==> src/rtl/tap_pkg.sv <==
package tap_pkg;

    localparam int IR_W = 3;

    localparam logic [IR_W-1:0] INS_EXTEST = 3'b000;
    localparam logic [IR_W-1:0] INS_SAMPLE = 3'b001;
    localparam logic [IR_W-1:0] INS_USER1  = 3'b010;
    localparam logic [IR_W-1:0] INS_USER2  = 3'b011;
    localparam logic [IR_W-1:0] INS_IDCODE = 3'b100;
    localparam logic [IR_W-1:0] INS_BYPASS = 3'b111;
    localparam logic [IR_W-1:0] IR_CAPTURE = 3'b001;

    typedef enum logic [3:0] {
        ST_TLR, ST_RTI,
        ST_SEL_DR, ST_CAP_DR, ST_SHF_DR, ST_EX1_DR, ST_PAU_DR, ST_EX2_DR, ST_UPD_DR,
        ST_SEL_IR, ST_CAP_IR, ST_SHF_IR, ST_EX1_IR, ST_PAU_IR, ST_EX2_IR, ST_UPD_IR
    } tap_state_e;

    typedef enum logic [2:0] {
        DR_BYPASS, DR_IDCODE, DR_BSR, DR_USER1, DR_USER2
    } dr_sel_e;

    function automatic tap_state_e tap_next(input tap_state_e s, input logic tms);
        tap_state_e n;
        case (s)
            ST_TLR:    n = tms ? ST_TLR    : ST_RTI;
            ST_RTI:    n = tms ? ST_SEL_DR : ST_RTI;
            ST_SEL_DR: n = tms ? ST_SEL_IR : ST_CAP_DR;
            ST_CAP_DR: n = tms ? ST_EX1_DR : ST_SHF_DR;
            ST_SHF_DR: n = tms ? ST_EX1_DR : ST_SHF_DR;
            ST_EX1_DR: n = tms ? ST_UPD_DR : ST_PAU_DR;
            ST_PAU_DR: n = tms ? ST_EX2_DR : ST_PAU_DR;
            ST_EX2_DR: n = tms ? ST_UPD_DR : ST_SHF_DR;
            ST_UPD_DR: n = tms ? ST_SEL_DR : ST_RTI;
            ST_SEL_IR: n = tms ? ST_TLR    : ST_CAP_IR;
            ST_CAP_IR: n = tms ? ST_EX1_IR : ST_SHF_IR;
            ST_SHF_IR: n = tms ? ST_EX1_IR : ST_SHF_IR;
            ST_EX1_IR: n = tms ? ST_UPD_IR : ST_PAU_IR;
            ST_PAU_IR: n = tms ? ST_EX2_IR : ST_PAU_IR;
            ST_EX2_IR: n = tms ? ST_UPD_IR : ST_SHF_IR;
            ST_UPD_IR: n = tms ? ST_SEL_DR : ST_RTI;
            default:   n = ST_TLR;
        endcase
        return n;
    endfunction

endpackage

==> src/rtl/tap_fsm.sv <==
module tap_fsm
    import tap_pkg::*;
(
    input  logic       tck,
    input  logic       trst_n,
    input  logic       tms,
    output tap_state_e state_q,
    output tap_state_e state_d
);

    typedef struct packed {
        tap_state_e state;
    } fsm_regs_t;

    fsm_regs_t regs_d, regs_q;

    always_comb begin
        regs_d       = regs_q;
        regs_d.state = tap_next(regs_q.state, tms);
    end

    always_ff @(posedge tck or negedge trst_n) begin
        if (!trst_n) regs_q <= '{state: ST_TLR};
        else         regs_q <= regs_d;
    end

    assign state_q = regs_q.state;
    assign state_d = regs_d.state;

    // holding tms high keeps the controller in reset
    assert_tlr_hold_R1: assert property (@(posedge tck) disable iff (!trst_n)
        (state_q == ST_TLR && tms) |=> (state_q == ST_TLR));

endmodule

==> src/rtl/tap_ir.sv <==
module tap_ir
    import tap_pkg::*;
(
    input  logic            tck,
    input  logic            trst_n,
    input  logic            tdi,
    input  tap_state_e      state_q,
    input  tap_state_e      state_d,
    output logic            ir_tdo,
    output dr_sel_e         dr_sel,
    output logic [IR_W-1:0] ins_cur
);

    typedef struct packed {
        logic [IR_W-1:0] sr;
        logic [IR_W-1:0] ins;
    } ir_regs_t;

    ir_regs_t regs_d, regs_q;

    always_comb begin
        regs_d = regs_q;
        case (state_q)
            ST_CAP_IR: regs_d.sr  = IR_CAPTURE;
            ST_SHF_IR: regs_d.sr  = {tdi, regs_q.sr[IR_W-1:1]};
            ST_UPD_IR: regs_d.ins = regs_q.sr;
            default: ;
        endcase
        if (state_d == ST_TLR) regs_d.ins = INS_BYPASS;
    end

    always_ff @(posedge tck or negedge trst_n) begin
        if (!trst_n) regs_q <= '{sr: '0, ins: INS_BYPASS};
        else         regs_q <= regs_d;
    end

    always_comb begin
        case (regs_q.ins)
            INS_EXTEST, INS_SAMPLE: dr_sel = DR_BSR;
            INS_USER1:              dr_sel = DR_USER1;
            INS_USER2:              dr_sel = DR_USER2;
            INS_IDCODE:             dr_sel = DR_IDCODE;
            default:                dr_sel = DR_BYPASS;
        endcase
    end

    assign ir_tdo  = regs_q.sr[0];
    assign ins_cur = regs_q.ins;

    // reset state always carries the bypass instruction
    assert_tlr_bypass_R2: assert property (@(posedge tck) disable iff (!trst_n)
        (state_q == ST_TLR) |-> (ins_cur == INS_BYPASS));

    // instruction moves only when leaving Update-IR or entering reset
    assert_ins_stable_R2: assert property (@(posedge tck) disable iff (!trst_n)
        (state_q != ST_UPD_IR) |=> ($stable(ins_cur) || state_q == ST_TLR));

endmodule

==> src/rtl/tap_dr.sv <==
module tap_dr
    import tap_pkg::*;
#(
    parameter int              PAD_CELLS    = 5,
    parameter int              RSV_W        = 3,
    parameter logic [RSV_W-1:0] RSV_BITS    = 3'b110,
    parameter int              ID_W         = 32,
    parameter logic [ID_W-1:0] IDCODE_VALUE = 32'h1C3A_5E27
) (
    input  logic                 tck,
    input  logic                 trst_n,
    input  logic                 tdi,
    input  tap_state_e           state_q,
    input  dr_sel_e              dr_sel,
    input  logic [PAD_CELLS-1:0] pad_in,
    output logic                 dr_tdo
);

    localparam int BSR_W = PAD_CELLS + RSV_W;

    typedef struct packed {
        logic             bp;
        logic [ID_W-1:0]  id;
        logic [BSR_W-1:0] bsr;
    } dr_regs_t;

    dr_regs_t regs_d, regs_q;

    always_comb begin
        regs_d = regs_q;
        if (state_q == ST_CAP_DR) begin
            case (dr_sel)
                DR_BYPASS: regs_d.bp  = 1'b0;
                DR_IDCODE: regs_d.id  = IDCODE_VALUE;
                DR_BSR:    regs_d.bsr = {pad_in, RSV_BITS};
                default: ;
            endcase
        end else if (state_q == ST_SHF_DR) begin
            case (dr_sel)
                DR_BYPASS: regs_d.bp  = tdi;
                DR_IDCODE: regs_d.id  = {tdi, regs_q.id[ID_W-1:1]};
                DR_BSR:    regs_d.bsr = {tdi, regs_q.bsr[BSR_W-1:1]};
                default: ;
            endcase
        end
    end

    always_ff @(posedge tck or negedge trst_n) begin
        if (!trst_n) regs_q <= '0;
        else         regs_q <= regs_d;
    end

    always_comb begin
        case (dr_sel)
            DR_IDCODE: dr_tdo = regs_q.id[0];
            DR_BSR:    dr_tdo = regs_q.bsr[0];
            default:   dr_tdo = regs_q.bp;
        endcase
    end

    // bypass captures zero
    assert_bypass_capture_R4: assert property (@(posedge tck) disable iff (!trst_n)
        (state_q == ST_CAP_DR && dr_sel == DR_BYPASS) |=> !regs_q.bp);

    // one-flop delay of tdi while shifting bypass
    assert_bypass_delay_R4: assert property (@(posedge tck) disable iff (!trst_n)
        (state_q == ST_SHF_DR && dr_sel == DR_BYPASS) |=> (regs_q.bp == $past(tdi)));

    // identifier always presents a set low bit after capture
    assert_idcode_lsb_R5: assert property (@(posedge tck) disable iff (!trst_n)
        (state_q == ST_CAP_DR && dr_sel == DR_IDCODE) |=> regs_q.id[0]);

    // reserved bits nearest the output after capture
    assert_rsv_capture_R6: assert property (@(posedge tck) disable iff (!trst_n)
        (state_q == ST_CAP_DR && dr_sel == DR_BSR) |=> (regs_q.bsr[RSV_W-1:0] == RSV_BITS));

endmodule

==> src/rtl/tap_user_scan.sv <==
module tap_user_scan
    import tap_pkg::*;
#(
    parameter int               PAD_CELLS    = 5,
    parameter logic [2:0]       RSV_BITS     = 3'b110,
    parameter logic [31:0]      IDCODE_VALUE = 32'h1C3A_5E27
) (
    input  logic                 tck,
    input  logic                 trst_n,
    input  logic                 tms,
    input  logic                 tdi,
    output logic                 tdo,
    output logic                 tdo_oe,
    input  logic [PAD_CELLS-1:0] pad_in,
    output logic                 user1_sel,
    output logic                 user2_sel,
    input  logic                 user1_tdo,
    input  logic                 user2_tdo,
    output logic                 user_drck,
    output logic                 idle_nand
);

    tap_state_e      state_q, state_d;
    dr_sel_e         dr_sel;
    logic [IR_W-1:0] ins_cur;
    logic            ir_tdo, dr_tdo, scan_bit;

    tap_fsm u_fsm (
        .tck(tck), .trst_n(trst_n), .tms(tms),
        .state_q(state_q), .state_d(state_d)
    );

    tap_ir u_ir (
        .tck(tck), .trst_n(trst_n), .tdi(tdi),
        .state_q(state_q), .state_d(state_d),
        .ir_tdo(ir_tdo), .dr_sel(dr_sel), .ins_cur(ins_cur)
    );

    tap_dr #(
        .PAD_CELLS(PAD_CELLS), .RSV_W(3), .RSV_BITS(RSV_BITS),
        .ID_W(32), .IDCODE_VALUE(IDCODE_VALUE)
    ) u_dr (
        .tck(tck), .trst_n(trst_n), .tdi(tdi),
        .state_q(state_q), .dr_sel(dr_sel), .pad_in(pad_in),
        .dr_tdo(dr_tdo)
    );

    always_comb begin
        case (dr_sel)
            DR_USER1: scan_bit = user1_tdo;
            DR_USER2: scan_bit = user2_tdo;
            default:  scan_bit = dr_tdo;
        endcase
    end

    typedef struct packed {
        logic tdo;
        logic oe;
    } out_regs_t;

    out_regs_t out_d, out_q;

    always_comb begin
        out_d    = out_q;
        out_d.oe = (state_q == ST_SHF_IR) || (state_q == ST_SHF_DR);
        if (state_q == ST_SHF_IR)      out_d.tdo = ir_tdo;
        else if (state_q == ST_SHF_DR) out_d.tdo = scan_bit;
    end

    always_ff @(negedge tck or negedge trst_n) begin
        if (!trst_n) out_q <= '0;
        else         out_q <= out_d;
    end

    logic user_active, drck_window;

    assign tdo         = out_q.tdo;
    assign tdo_oe      = out_q.oe;
    assign user1_sel   = (ins_cur == INS_USER1);
    assign user2_sel   = (ins_cur == INS_USER2);
    assign user_active = (dr_sel == DR_USER1) || (dr_sel == DR_USER2);
    assign drck_window = user_active && (state_q == ST_CAP_DR || state_q == ST_SHF_DR);
    assign user_drck   = drck_window ? tck : 1'b1;
    assign idle_nand   = ~(tck & (state_q == ST_RTI));

    // enable seen at a rising edge implies a shift state
    assert_oe_in_shift_R9: assert property (@(posedge tck) disable iff (!trst_n)
        tdo_oe |-> (state_q == ST_SHF_IR || state_q == ST_SHF_DR));

    // selects are cleared whenever the controller sits in reset
    assert_sel_clear_R7: assert property (@(posedge tck) disable iff (!trst_n)
        (state_q == ST_TLR) |-> !(user1_sel || user2_sel));

endmodule

==> config.mk <==
export PLATFORM = sky130hd
export DESIGN_NAME = tap_user_scan
export DESIGN_NICKNAME = d
export VERILOG_FILES = /design/src/rtl/tap_pkg.sv /design/src/rtl/tap_fsm.sv /design/src/rtl/tap_ir.sv /design/src/rtl/tap_dr.sv /design/src/rtl/tap_user_scan.sv
export SDC_FILE = /design/constraint.sdc
export NUM_CORES = 1
export LEC_CHECK = 0
export BUFFER_PORTS_ARGS = -buffer_cell sky130_fd_sc_hd__buf_2
export CORE_UTILIZATION = 40
export DETAILED_ROUTE_END_ITERATION = 16
export PLACE_DENSITY = 0.71
export SYNTH_ARGS = -nofsm -noshare
export SYNTH_HDL_FRONTEND = slang
export SYNTH_HIERARCHICAL = 1
export SYNTH_SLANG_ARGS = --single-unit
==> constraint.sdc <==
create_clock -name tck -period 2.4 [get_ports tck]
set_input_delay 0.6 -clock tck [delete_from_list [all_inputs] [get_ports tck]]
set_output_delay 0.6 -clock tck [all_outputs]
set_load 0.02 [all_outputs]
### Word level (Yosys, flattened, before mapping)

Cells that the tools add are included.

| cells by class | value |
|---|---|
| equality and inequality tests | 23 |
| muxes and demuxes | 30 |
| bitwise gates (word level) | 2 |
| reductions and logical operators | 19 |

Operators by type and width:

| kind | count |
|---|---|
| two-way mux 41 bit | 2 |
| two-way mux 32 bit | 2 |
| case mux 4 bit (12 select lines) | 1 |
| == test 4 bit, second input constant | 8 |
| == test 4 x 3 -> 1 bit, second input constant | 4 |
| two-way mux 4 bit | 4 |
| two-way mux 8 bit | 2 |
| == test 3 x 2 -> 1 bit, second input constant | 4 |
| two-way mux 3 bit | 4 |
| case mux 3 bit (4 select lines) | 1 |
| == test 4 x 2 -> 1 bit, second input constant | 2 |
| zero test 4 bit | 2 |
| two-way mux 1 bit | 8 |
| nonzero test 2 bit | 4 |
| == test 3 x 1 -> 1 bit, second input constant | 2 |
| == test 3 bit, second input constant | 2 |
| zero test 3 bit | 2 |
| two-way mux 2 bit | 3 |
| case mux 3 bit (2 select lines) | 1 |
| AND reduction 2 bit | 3 |
| OR reduction 2 bit | 3 |
| == test 4 x 1 -> 1 bit, second input constant | 1 |
| case mux 1 bit (2 select lines) | 2 |
| logical OR 1 bit | 3 |
| 4 further kinds | 4 |

| storage, ports and cells | value |
|---|---|
| word-level logic and storage cells | 82 |
| register bits | 53 |

### Logic depth before layout (Yosys ltp)

| logic depth | value |
|---|---|
| depth after elaboration | 8 |
| gate-level depth with buffers | 8 |
| gate-level depth less buffers | 7 |

### Modules after synthesis

The synthesis kept the hierarchy.

By module, submodules not included:

| module | cells each | instances | area each (sq um) | seq. area each (sq um) |
|---|---|---|---|---|
| tap_dr | 159 | 1 | 1954.4 | 1026.0 |
| tap_fsm | 37 | 1 | 314.1 | 100.1 |
| tap_ir | 32 | 1 | 307.8 | 153.9 |
| tap_user_scan | 23 | 1 | 187.7 | 50.0 |

==> key figures <==
CTS
  – Hold-fix buffers, CTS: 0
  – CTS tree: built
  – Clock latency at the later pin of the worst-skew pair: 0.42 ns
  – Clock edge transition at the registers on the reported setup and hold paths: 0.10 ns

Die
  – Core ar.: 0.00649 mm²
  – Die area: just over 0.007 mm²
  – Starting Density: between 40 and 50%
  – Chip Height: about 85 µm
  – Row count: 29
  – Ports: 17
  – Die width: 85.1 µm

Worst setup path
  – Reg2reg path depth: 7
  – Crit Path Max Fanout: 4
  – Critical Path End Type: flip-flop
  – CP required: about 1.5 ns
  – Worst Path Arrival: 2.12 ns
  – CP startpoint kind: flip-flop
  – CP Class: flip-flop to flip-flop

Synth
  – Adder-Cell Fraction of Synth Area: 0%
  – Yosys warns: 6
  – Xor and xnor fraction of the mapped netlist area: 0.317%
  – Post-synthesis mux area share: between 10% and 20%
  – Main synth FF type: dfrtp_1
  – Yosys reg bits: 53
  – Sequential area share after synthesis: 48.1%
  – Synth Area per Inst: 11.0 µm²
  – Post-synth EDFFs: 0
  – Synth Net Count: 262
  – Main combinational cell family by area after synthesis: simple AND/OR/NAND/NOR gates
  – Synth Instances: 251
  – Async SR Flop Fraction: 100%
  – Synth Area in Simple Gates: 17.2%
  – Cell Area, Synth: 0.00276 mm²
  – Synth Area in Compound Gates: 11.4%
  – Netlist cell types: 56

Timing
  – Final WS setup: -0.649 ns
  – Max-slew violations: 0
  – Hold Slack: 0.374 ns
  – Max-slew headroom: between 50% and 60%
  – Worst Tran Pin Value: about 0.62 ns
  – RSZ-0062 raised after global routing: true
  – Clock Skews: 0.0165 ns
  – Hold Vio Cnt, Final: 0
  – Final setup fails: 5
  – Setup TNS: -1.54 ns

Routing
  – Vias: 1,953
  – DRC: 0
  – Final wirelength: approximately 5300 µm
  – DR iter-0 viols: a little under 100
  – DR WL/cell: 14.4 µm
  – Final ANT Viol Nets: 0
  – Pre-antenna DRT Iters: 4
  – Drt via density: 5.29

Global route
  – Pin count of the biggest net entering global routing: 52
  – Initial antenna violation count: 0
  – Grt ovf: 0
  – Global-route wire length before repair: 8890 µm
  – Total track usage: 15.9%
  – Vias in the first global route: 1,945

Layout
  – Antenna fix cells: 0
  – Commonest non-fill, non-tap cell in the layout: dfrtp_1
  – Final instance area: approximately 0.0033 mm²
  – Layout cells sized above 1: 38.4%
  – Fin util: around half
  – Commonest non-fill, non-tap cells in the layout: dfrtp_1, nand2_1, buf_4
  – Nets: 302
  – Area Growth Syn to Fin: 20.7%

Placement
  – Detail Placement HPWL: 3390 µm
  – Post-place instance area: 0.00305 mm²
  – Input/output buffers: 16
  – GPL Wtd Cong: 0.776

Hold path
  – HP Class: primary input to asynchronous set/reset pin

Power
  – Total power: 3.59 mW
  – Pwr/cell area: 1080 mW/mm²
  – Maximum VDD drop: 0.000673 V
  – Pleak: 1.53 nW

Flow run
  – Max cap viols: 0

Status
  – Failing checks: negative setup slack
  – Outcome: complete, but fails checks
-- synth_stat cells, drive strengths merged (2+ instances only) --
| cell | n | area share, % |
|---|---|---|
| nand3b | 2 | 0.54 |
| dfstp | 3 | 2.9 |
| and3b | 2 | 0.68 |
| nor3 | 2 | 0.36 |
| mux2 | 21 | 9.6 |
| nand2b | 2 | 0.72 |
| nor4 | 10 | 2.3 |
| a21oi | 8 | 2.3 |
| nor2b | 2 | 0.45 |
| o21ai | 6 | 1.1 |
| dfrtp | 48 | 43 |
| clkbuf | 6 | 1.2 |
| o221ai | 2 | 0.63 |
| buf | 12 | 3.3 |
| o21ba | 10 | 3.6 |
| inv | 17 | 2.3 |
| nor2 | 9 | 1.2 |
| nand2 | 36 | 4.9 |
| dfrtn | 2 | 1.8 |
| nand3 | 5 | 0.91 |
| and2b | 2 | 0.63 |
| nor3b | 2 | 0.54 |
| mux2i | 18 | 6.5 |
| or3b | 2 | 0.63 |
-- registers in the layout (all words and copies together) (netlist names) --
register       count
u_ir/regs_q        2
u_ir/ins_cur       3
tdo_oe             1
u_dr/regs_q       41
u_fsm/state_q      4
tdo                1
u_ir/ir_tdo        1
-- layer usage --
metal	up-vias	GRT usage (%)	share of wire, %
met5	-	0	0
met4	0	10.0	2.0
met3	7	4.18	3.1
met2	28	24.7	49
met1	971	19.8	46
li1	947	-	-
-- final timing paths --
path | startpoint | end | slack (ns)
worst max-delay path | u_ir/ins_cur[2] | tdo | -0.65
worst min-delay path | trst_n | u_dr/regs_q[24] | 0.37
worst max register to register | u_ir/ins_cur[2] | tdo | -0.65
worst min register to register | u_dr/regs_q[5] | u_dr/regs_q[5] | 0.51
max in group asynchronous | trst_n | tdo_oe | 1.18
min in group tck | tms | u_fsm/state_q[0] | 0.48
-- what timing repair did --
item | CTS | global route
setup endpoints to repair | 5 | 7
setup buffers | 2 | 3
resized for setup | 7 | 2
pin swaps | 5 | 0
cloned | 0 | 2
-- final cells by class --
cell class | instances | area (µm²)
Clock buffer | 12 | 138
Clock inverter | 2 | 38.8
Fill cell | 567 | 3160
Inverter | 17 | 63.8
Multi-Input combinational cell | 163 | 1300
Sequential cell | 53 | 1330
Tap cell | 77 | 96.3
Timing Repair Buffer | 45 | 370
-- worst max-delay path, cell delays in order (launching register included) --
cell and delay, ns:
dfstp_2 0.59, xnor2_2 0.14, nor2_4 0.05, or3b_4 0.37
nand3_2 0.09, o221ai_2 0.09, a311o_1 0.26, o221a_2 0.12
-- power by group --
part	total, mW	leakage [nW]	internal (mW)	switching [mW]
clock network	0.805	0.0918	0.466	0.339
registers	1.32	0.701	1.15	0.164
logic	1.47	0.737	0.736	0.732
-- cells by family after synthesis --
group,count (synthesis)
buffers and inverters,35
AOI/OAI and AO/OA,36
xor gates and xnor gates,1
and+or+nand+nor,87
muxes,39
DFF,53
-- through the flow --
step           setup slack, ns  instances
2_1_floorplan           -0.928        251
3_3_place_gp            -0.739        350
3_5_place_dp            -0.776        350
4_1_cts                 -0.650        364
5_1_grt                 -0.720        369
6_report                -0.649        369
No activity file was read; power rests on OpenSTA's default activity.
